$ cat src/rtl/isa_demux_pkg.sv
package isa_demux_pkg;
  localparam int PHASES    = 4;
  localparam int PHASE_W   = 2;
  typedef logic [PHASE_W-1:0] phase_t;
endpackage

$ cat src/rtl/isa_clk_gen.sv
module isa_clk_gen
  import isa_demux_pkg::*;
(
  input  logic   clk,
  input  logic   rst,
  input  logic   src_sel,
  input  logic   pci_tick,
  input  logic   osc_edge,
  output phase_t phase,
  output logic   step
);
  logic src_q;

  always_ff @(posedge clk) begin
    if (rst) src_q <= src_sel;
  end

  assign step = src_q ? osc_edge : pci_tick;

  always_ff @(posedge clk) begin
    if (rst)       phase <= '0;
    else if (step) phase <= phase + phase_t'(1);
  end

  assert_src_frozen_R1: assert property (@(posedge clk) disable iff (rst)
    1'b1 |=> $stable(src_q));
  assert_phase_hold_R2: assert property (@(posedge clk) disable iff (rst)
    !step |=> $stable(phase));
  assert_phase_step_R2: assert property (@(posedge clk) disable iff (rst)
    step |=> phase == $past(phase) + phase_t'(1));
endmodule

$ cat src/rtl/req_sampler.sv
module req_sampler
  import isa_demux_pkg::*;
#(
  parameter int                    PINS      = 4,
  parameter logic [PINS*PHASES-1:0] INV_MASK  = '0,
  parameter logic [PINS*PHASES-1:0] ZERO_MASK = '0
) (
  input  logic                     clk,
  input  logic                     rst,
  input  logic                     step,
  input  phase_t                   phase,
  input  logic [PINS-1:0]          pins,
  output logic [PINS*PHASES-1:0]   lines
);
  localparam int LINES = PINS * PHASES;

  always_ff @(posedge clk) begin
    if (rst) begin
      lines <= '0;
    end else if (step) begin
      for (int n = 0; n < PINS; n++) begin
        for (int p = 0; p < PHASES; p++) begin
          if (phase == phase_t'(p)) begin
            lines[n*PHASES+p] <= ZERO_MASK[n*PHASES+p] ? 1'b0
                                 : (pins[n] ^ INV_MASK[n*PHASES+p]);
          end
        end
      end
    end
  end

  for (genvar gn = 0; gn < PINS; gn++) begin : g_pin
    for (genvar gp = 0; gp < PHASES; gp++) begin : g_ph
      localparam int I = gn * PHASES + gp;
      // captured value follows pin, polarity and forcing rules
      assert_capture_R3: assert property (@(posedge clk) disable iff (rst)
        (step && phase == phase_t'(gp)) |=>
          lines[I] == (ZERO_MASK[I] ? 1'b0 : ($past(pins[gn]) ^ INV_MASK[I])));
      assert_hold_R4: assert property (@(posedge clk) disable iff (rst)
        !(step && phase == phase_t'(gp)) |=> $stable(lines[I]));
    end
  end

  if (LINES < 1) begin : g_bad
    initial $error("req_sampler needs at least one line");
  end
endmodule

$ cat src/rtl/dack_encoder.sv
module dack_encoder #(
  parameter int CH   = 8,
  parameter int SKIP = 4,
  localparam int CW  = $clog2(CH)
) (
  input  logic          clk,
  input  logic          rst,
  input  logic [CH-1:0] ack_in,
  output logic [CW-1:0] code
);
  localparam logic [CW-1:0] NONE = CW'(SKIP);

  logic [CW-1:0] code_n;
  logic [CH-1:0] live;

  always_comb begin
    live = ack_in;
    live[SKIP] = 1'b0;
    code_n = NONE;
    for (int c = CH - 1; c >= 0; c--) begin
      if (live[c]) code_n = CW'(c);
    end
  end

  always_ff @(posedge clk) begin
    if (rst) code <= NONE;
    else     code <= code_n;
  end

  assert_idle_code_R8: assert property (@(posedge clk) disable iff (rst)
    (ack_in == '0) |=> code == NONE);
  assert_skip_ignored_R8: assert property (@(posedge clk) disable iff (rst)
    (ack_in == (CH'(1) << SKIP)) |=> code == NONE);
endmodule

$ cat src/rtl/isa_req_demux.sv
module isa_req_demux
  import isa_demux_pkg::*;
#(
  parameter int IRQ_PINS   = 4,
  parameter int DRQ_PINS   = 2,
  parameter int INV_LINE   = 8,
  parameter int CASCADE_CH = 4,
  localparam int IRQ_LINES = IRQ_PINS * PHASES,
  localparam int DRQ_LINES = DRQ_PINS * PHASES,
  localparam int CODE_W    = $clog2(DRQ_LINES)
) (
  input  logic                 clk,
  input  logic                 rst,
  input  logic                 src_sel,
  input  logic                 pci_tick,
  input  logic                 osc_edge,
  input  logic [IRQ_PINS-1:0]  irq_pins,
  input  logic [DRQ_PINS-1:0]  drq_pins,
  input  logic [DRQ_LINES-1:0] dack_vec,
  output logic                 isa_clk,
  output logic                 isa_clkx2,
  output logic [IRQ_LINES-1:0] irq_vec,
  output logic [DRQ_LINES-1:0] drq_vec,
  output logic [CODE_W-1:0]    dack_code
);
  localparam logic [IRQ_LINES-1:0] IRQ_INV  = IRQ_LINES'(1) << INV_LINE;
  localparam logic [DRQ_LINES-1:0] DRQ_ZERO = DRQ_LINES'(1) << CASCADE_CH;

  phase_t phase;
  logic   step;

  isa_clk_gen u_clk (
    .clk(clk), .rst(rst), .src_sel(src_sel),
    .pci_tick(pci_tick), .osc_edge(osc_edge),
    .phase(phase), .step(step)
  );

  assign isa_clk   = phase[1];
  assign isa_clkx2 = phase[0];

  req_sampler #(.PINS(IRQ_PINS), .INV_MASK(IRQ_INV), .ZERO_MASK('0)) u_irq (
    .clk(clk), .rst(rst), .step(step), .phase(phase),
    .pins(irq_pins), .lines(irq_vec)
  );

  req_sampler #(.PINS(DRQ_PINS), .INV_MASK('0), .ZERO_MASK(DRQ_ZERO)) u_drq (
    .clk(clk), .rst(rst), .step(step), .phase(phase),
    .pins(drq_pins), .lines(drq_vec)
  );

  dack_encoder #(.CH(DRQ_LINES), .SKIP(CASCADE_CH)) u_ack (
    .clk(clk), .rst(rst), .ack_in(dack_vec), .code(dack_code)
  );
endmodule

$ cat config.mk
export PLATFORM = sky130hd
export DESIGN_NAME = isa_req_demux
export DESIGN_NICKNAME = d
export VERILOG_FILES = /design/src/rtl/isa_demux_pkg.sv /design/src/rtl/isa_clk_gen.sv /design/src/rtl/req_sampler.sv /design/src/rtl/dack_encoder.sv /design/src/rtl/isa_req_demux.sv
export SDC_FILE = /design/constraint.sdc
export NUM_CORES = 1
export LEC_CHECK = 0
export BUFFER_PORTS_ARGS = -buffer_cell sky130_fd_sc_hd__buf_2
export CAP_MARGIN = 20
export CORE_AREA = 2 2 53 55
export CTS_BUF_LIST = sky130_fd_sc_hd__clkbuf_2 sky130_fd_sc_hd__clkbuf_4 sky130_fd_sc_hd__clkbuf_8
export DETAILED_ROUTE_END_ITERATION = 8
export DIE_AREA = 0 0 55 57
export PLACE_DENSITY = 0.88
export SETUP_SLACK_MARGIN = 0.2
export SYNTH_ARGS = -nofsm -noshare
export SYNTH_HDL_FRONTEND = slang
export SYNTH_HIERARCHICAL = 1
export SYNTH_SLANG_ARGS = --single-unit
$ cat constraint.sdc
create_clock -name clk -period 1.7 [get_ports clk]
set_input_delay 0.34 -clock clk [delete_from_list [all_inputs] [get_ports clk]]
set_output_delay 0.34 -clock clk [all_outputs]
set_load 0.02 [all_outputs]
# [After elaboration in Yosys (flattened, before gate mapping)]
# Index checks and enable logic that the tools add are counted.
[classes] add_sub_neg=1 eq_ne=3 n_mux=8 bitwise=1 n_reduce_logical=7
[ops] cell="3-bit two-way mux" n=4
[ops] cell="2-bit AND reduction" n=4
[ops] cell="2-bit two-way mux" n=3
[ops] cell="2-bit equality test (second input constant)" n=2
[ops] cell="3-bit OR reduction" n=1
[ops] cell="2-bit by 1-bit adder with 2-bit output (second input constant)" n=1
[ops] cell="2-bit by 1-bit equality test with 1-bit output (second input constant)" n=1
[ops] cell="2-bit logical NOT" n=1
[ops] cell="2-bit OR reduction" n=1
[ops] cell="1-bit two-way mux" n=1
[ops] cell="1-bit NOT" n=1
[totals] regBits=29 in_bits=19 output_inout_bits=29 word_cells=33

# [Longest topological paths before layout]
[depth] word_depth=7 ltp_mapped=4 mapped_depth_nobuf=3

# [Modules after synthesis]
# Netlist, hierarchy kept.
[modules_own_cells] mod="req_sampler at u_irq" instances=1 cells_each=61 area_per_inst_um2=660.6 seq_area_each_um2=320.3
[modules_own_cells] mod="req_sampler at u_drq" instances=1 cells_each=29 area_per_inst_um2=307.8 seq_area_each_um2=140.1
[modules_own_cells] mod="dack_encoder" instances=1 cells_each=13 area_per_inst_um2=128.9 seq_area_each_um2=60.1
[modules_own_cells] mod="isa_clk_gen" instances=1 cells_each=10 area_per_inst_um2=125.1 seq_area_each_um2=70.1

# [Least setup slack after synthesis]
# OpenSTA, ideal clock, no wires.
[synth_timing] path_type="register to register" startpoint="register u_clk.src_q" endpoint="register u_irq.lines[8]" setup_ps=121 arrival_time_ps=1401 required_time_ps=1579 path_slack_ps=178 stages_incl_launch_ff=5 n_path_buf=1 synth_period_minus_slack_ps=1522 path_cell_list="edfxtp_1 mux2_4 or3b_1 buf_2 mux2_4"
[synth_between] elab_chain_cells=2
[synth_rtl] element="start, declared" line="isa_clk_gen.sv:12" source="logic src_q;"
[synth_rtl] element="start signal, assigned" line="isa_clk_gen.sv:15" source="if (rst) src_q <= src_sel;"
[synth_rtl] element="1-bit two-way mux" line="isa_clk_gen.sv:18" source="assign step = src_q ? osc_edge : pci_tick;"
[synth_rtl] element="via step" line="isa_req_demux.sv:30" source="logic step;"
[synth_rtl] element="2-bit AND reduction (no source line)"
[synth_rtl] element="end signal, assigned by index" line="req_sampler.sv:24" source="lines[n*PHASES+p] <= ZERO_MASK[n*PHASES+p] ? 1'b0"
[synth_rtl] element="end, declared" line="req_sampler.sv:13" source="output logic [PINS*PHASES-1:0] lines"
# The timed path passes the listed nets, and every way through them passes these cells.
# A chain may end at the register's enable or synchronous reset.

# [Final worst setup path]
# Ends and elaborated chain as after synthesis.

==> results.tsv <==
stage	metric	value	unit
status	outcome	finished, final reports clean	
detailed_routing	post_drt_via_cell_ratio	4.908	
power_and_ir_drop	areal_power_density_over_the_cells	948.7	mW/mm²
setup_path	crit-reg2reg-capture	u_irq/lines[8]$_SDFFE_PP0P_	
floorplan	fp.dieArea	0.003135	mm²
final_layout	fill_cells	240	
global_routing	first_global_vias	910	
yosys	ys_ff_latch	29	
setup_path	cp.arrival	1.67	ns
detailed_routing	drcViolationCount	0	
placement	gpl.final_weighted_congestion	0.7942	
detailed_routing	number_of_detailed_routing_iterations_run_before_antenna_repair	4	
setup_path	cp.buffers_inverters	0	
floorplan	die_y	57	µm
global_routing	grt.total_usage	17.98	%
sta	report.final.hold_viol_count	0	
floorplan	rows	19	
detailed_routing	route.final.wire_length	2592	µm
sta	setup_tns_final	0	ns
detailed_routing	route.vias.total	957	
final_layout	post_route_cells_drive_above_1_share	37.80	%
sta	final-setup-viol-count	0	
global_routing	grt_start_max_net_pins	37	
setup_path	cpPeakStageDelay	0.40	ns
floorplan	coreArea	0.002615	mm²
setup_path	cp_max_fo	8	
global_routing	globalRouteMet1Util	19.93	%
yosys	syn_avg_cell_area	10.82	µm²
global_routing	first_pass_grt_wire_length	3946	µm
sta	final-max-slew-violation-count	0	
hold_path	worst_hold_startpoint	dack_vec[0]	
hold_path	holdPathStages	2	
sta	setup_slack	0.2344	ns
clock_network	num_cts_buffers	5	
yosys	netlist.area_leader.share	45.85	%
power_and_ir_drop	worst_ir_drop_vdd	726.9	µV
yosys	postSynth.topFlopCell	sky130_fd_sc_hd__dfxtp_1	
sta	max_freq	0.6823	GHz
setup_path	timing_worst_setup_path_type	register to register	
global_routing	grt-ovfl-total	0	
clock_network	clk_path_buf_depth	2	
clock_network	cts-htree-levels	2	
detailed_routing	drt-initial-drc-count	6	
yosys	muxShareOfSynthArea	20.47	%
floorplan	fp.dieW	55	µm
global_routing	grt_antenna_before_repair	0	
clock_network	clk_latency	0.31	ns
yosys	synth_compound_gate_area_share	4.606	%
sta	final_min_period_over_clock_period	86.21	%
yosys	synthTopCellsByArea	sky130_fd_sc_hd__dfxtp_1, sky130_fd_sc_hd__mux2i_1, sky130_fd_sc_hd__nand2b_1	
clock_network	cts.root.buffer_cell	sky130_fd_sc_hd__clkbuf_4	
yosys	syn-instance-count	113	
final_layout	post-route-util	59.52	%
yosys	post_synth_fa_ha_maj_area_fraction	0	%
power_and_ir_drop	power_leakage	0.7956	nW
sta	period_needed	1.466	ns
clock_network	tritoncts_num_sinks	29	
setup_path	worstPathCellList	mux2_4 -> or3b_1 -> mux2_4	
setup_path	critPathRequiredTime	1.91	ns
yosys	synth-warning-count	6	
clock_network	path_clk_slew	0.09	ns
detailed_routing	drt-wirelength-per-cell	13.29	µm
yosys	async_set_or_reset_flop_fraction_in_the_synthesized_netlist	0	%
detailed_routing	detail-route-antenna-nets	0	
setup_path	path_delay_family	multiplexers	
global_routing	grt.busiest_layer	met2	
floorplan	effective_utilization_at_floorplan	46.75	%
yosys	synthXorXnorAreaFrac	0.7165	%
yosys	syn-cell-area	0.001222	mm²
sta	final.setup_skew	0.007046	ns
setup_path	timing.critical_path.from_type	register	
setup_path	cpMostUsedCell	sky130_fd_sc_hd__mux2_4	
sta	grt_setup_unrepaired	yes	
hold_path	hold_worst_path_end	u_ack/code[2]$_SDFF_PP1_	
final_layout	antennaDiodeCount	0	
sta	hold-worst-slack	0.2028	ns
setup_path	timing.reg2reg.setup_slack	0.23	ns
hold_path	holdCritPathClass	primary input to register	
setup_path	timing.rr.start	u_clk/src_q$_DFFE_PP_	
yosys	synth_top_family_by_area	simple AND/OR/NAND/NOR gates	
global_routing	global_route.usage.met2	29.42	%
yosys	mappedNetlistNets	132	
placement	placement.io_buffers	45	
floorplan	top_level_ports	48	
setup_path	critical_path.slowest_cell	sky130_fd_sc_hd__or3b_1	
clock_network	cts_tree	done	
global_routing	grt_util_met3	6.283	%
yosys	synth_simple_gate_area_share	23.03	%
setup_path	critical_path.endpoint_type	register	
yosys	synthDominantAreaCellType	sky130_fd_sc_hd__dfxtp_1	
final_layout	final_nets	182	
setup_path	r2r_cells	3	
final_layout	area.growth.synth_to_final	27.33	%
yosys	ys_seq_area_share	48.31	%
placement	place_hpwl	1882	µm
yosys	synth_edf_count	1	
placement	placement.setup.worst_slack	0.2244	ns
run	cap_violations	0	
yosys	synth.distinct_cells	28	
layout by cell type, fill, tap and decap left out:
cell type                  instances
sky130_fd_sc_hd__or2_1             1
sky130_fd_sc_hd__edfxtp_1          1
sky130_fd_sc_hd__clkinv_2          1
sky130_fd_sc_hd__a31o_1            1
sky130_fd_sc_hd__mux2_4            2
sky130_fd_sc_hd__or2b_1            1
sky130_fd_sc_hd__or3b_1            1
sky130_fd_sc_hd__inv_1             2
sky130_fd_sc_hd__clkbuf_8          2
sky130_fd_sc_hd__mux2i_1          22
sky130_fd_sc_hd__nor3b_1           1
sky130_fd_sc_hd__a21oi_2           1
sky130_fd_sc_hd__xnor2_1           1
sky130_fd_sc_hd__nor2b_1           1
sky130_fd_sc_hd__and3b_2           1
sky130_fd_sc_hd__nor2_1            4
sky130_fd_sc_hd__conb_1            1
sky130_fd_sc_hd__o21bai_1          1
sky130_fd_sc_hd__buf_4             3
sky130_fd_sc_hd__clkbuf_4          5
sky130_fd_sc_hd__a211oi_1          1
sky130_fd_sc_hd__nand3b_1          2
sky130_fd_sc_hd__o41ai_1           1
sky130_fd_sc_hd__buf_2            45
sky130_fd_sc_hd__dfxtp_1          27
sky130_fd_sc_hd__nand2b_1         29
sky130_fd_sc_hd__nor3_1            1
sky130_fd_sc_hd__and3b_1           1
sky130_fd_sc_hd__nand3_1           2
sky130_fd_sc_hd__a221oi_2          1
sky130_fd_sc_hd__dfxtp_2           1
cells by family after synthesis:
kind of cell	count (synthesis)
mux	24
buf+inv	7
simple gates	45
compound gates	6
flops	29
other cells	1
xor+xnor	1
how the worst max path moves through the flow:
stage	depth (start not counted)	startpoint	to	slack (ns)
2_1_floorplan	4	u_clk/src_q$_DFFE_PP_	u_irq/lines[8]$_SDFFE_PP0P_	0.18
6_report	3	u_clk/src_q$_DFFE_PP_	u_irq/lines[8]$_SDFFE_PP0P_	0.23
4_1_cts	3	u_clk/src_q$_DFFE_PP_	u_irq/lines[8]$_SDFFE_PP0P_	0.21
5_1_grt	3	u_clk/src_q$_DFFE_PP_	u_irq/lines[8]$_SDFFE_PP0P_	0.19
3_5_place_dp	3	u_clk/src_q$_DFFE_PP_	u_irq/lines[8]$_SDFFE_PP0P_	0.22
3_3_place_gp	3	u_clk/src_q$_DFFE_PP_	u_irq/lines[8]$_SDFFE_PP0P_	0.24
cell type report:
cell class	count	area (µm²)	share of cell area (%)
inverters	2	7.507	0.4823
multi-input cells	77	600.6	38.59
flip-flops and latches	29	591.8	38.02
clock buffers	7	65.06	4.180
clock inverters	1	5.005	0.3215
well taps	31	38.79	2.492
repair buffers	48	247.7	15.92
metal layers:
| metal | vias up | part of all wire, % |
|---|---|---|
| met5 | - | 0 |
| li1 | 477 | - |
| met2 | 25 | 53 |
| met4 | 0 | 1.9 |
| met3 | 5 | 4.5 |
| met1 | 450 | 41 |
Yosys cell counts, types with 2 or more instances:
cell / n
sky130_fd_sc_hd__nand2b_1: 29
sky130_fd_sc_hd__dfxtp_1: 28
sky130_fd_sc_hd__nand3b_1: 2
sky130_fd_sc_hd__inv_1: 2
sky130_fd_sc_hd__nor2_1: 4
sky130_fd_sc_hd__clkbuf_1: 3
sky130_fd_sc_hd__mux2_4: 2
sky130_fd_sc_hd__nand3_1: 2
sky130_fd_sc_hd__mux2i_1: 22
per-stage QoR:
stage               power [mW]  instance area (µm²)  cells
finish                   1.477                 1556    195
global route             1.549                 1556    195
CTS                      1.485                 1540    193
detailed placement       1.016                 1470    185
global placement         1.004                 1470    185
floorplan               0.9351                 1229    113
repair_timing:
item,4_1_cts,5_1_grt
resized for setup,0,1
endpoints found under the setup margin,0,5
buffers inserted,0,2
hold endpoints to repair,0,0
hold buffers,0,0
power by group:
group | switching, mW | leakage [nW] | internal (mW) | total, mW
registers | 0.0330 | 0.238 | 0.723 | 0.756
clock network | 0.229 | 0.0413 | 0.239 | 0.469
logic | 0.136 | 0.516 | 0.116 | 0.252
total | 0.398 | 0.796 | 1.08 | 1.48
state kept, by name (all words and copies together) (netlist names):
register and cells:
u_drq/lines 7, u_ack/code 3, u_clk/src_q 1, u_clk/phase 2, u_irq/lines 16
(Power assumes the default switching activity.)
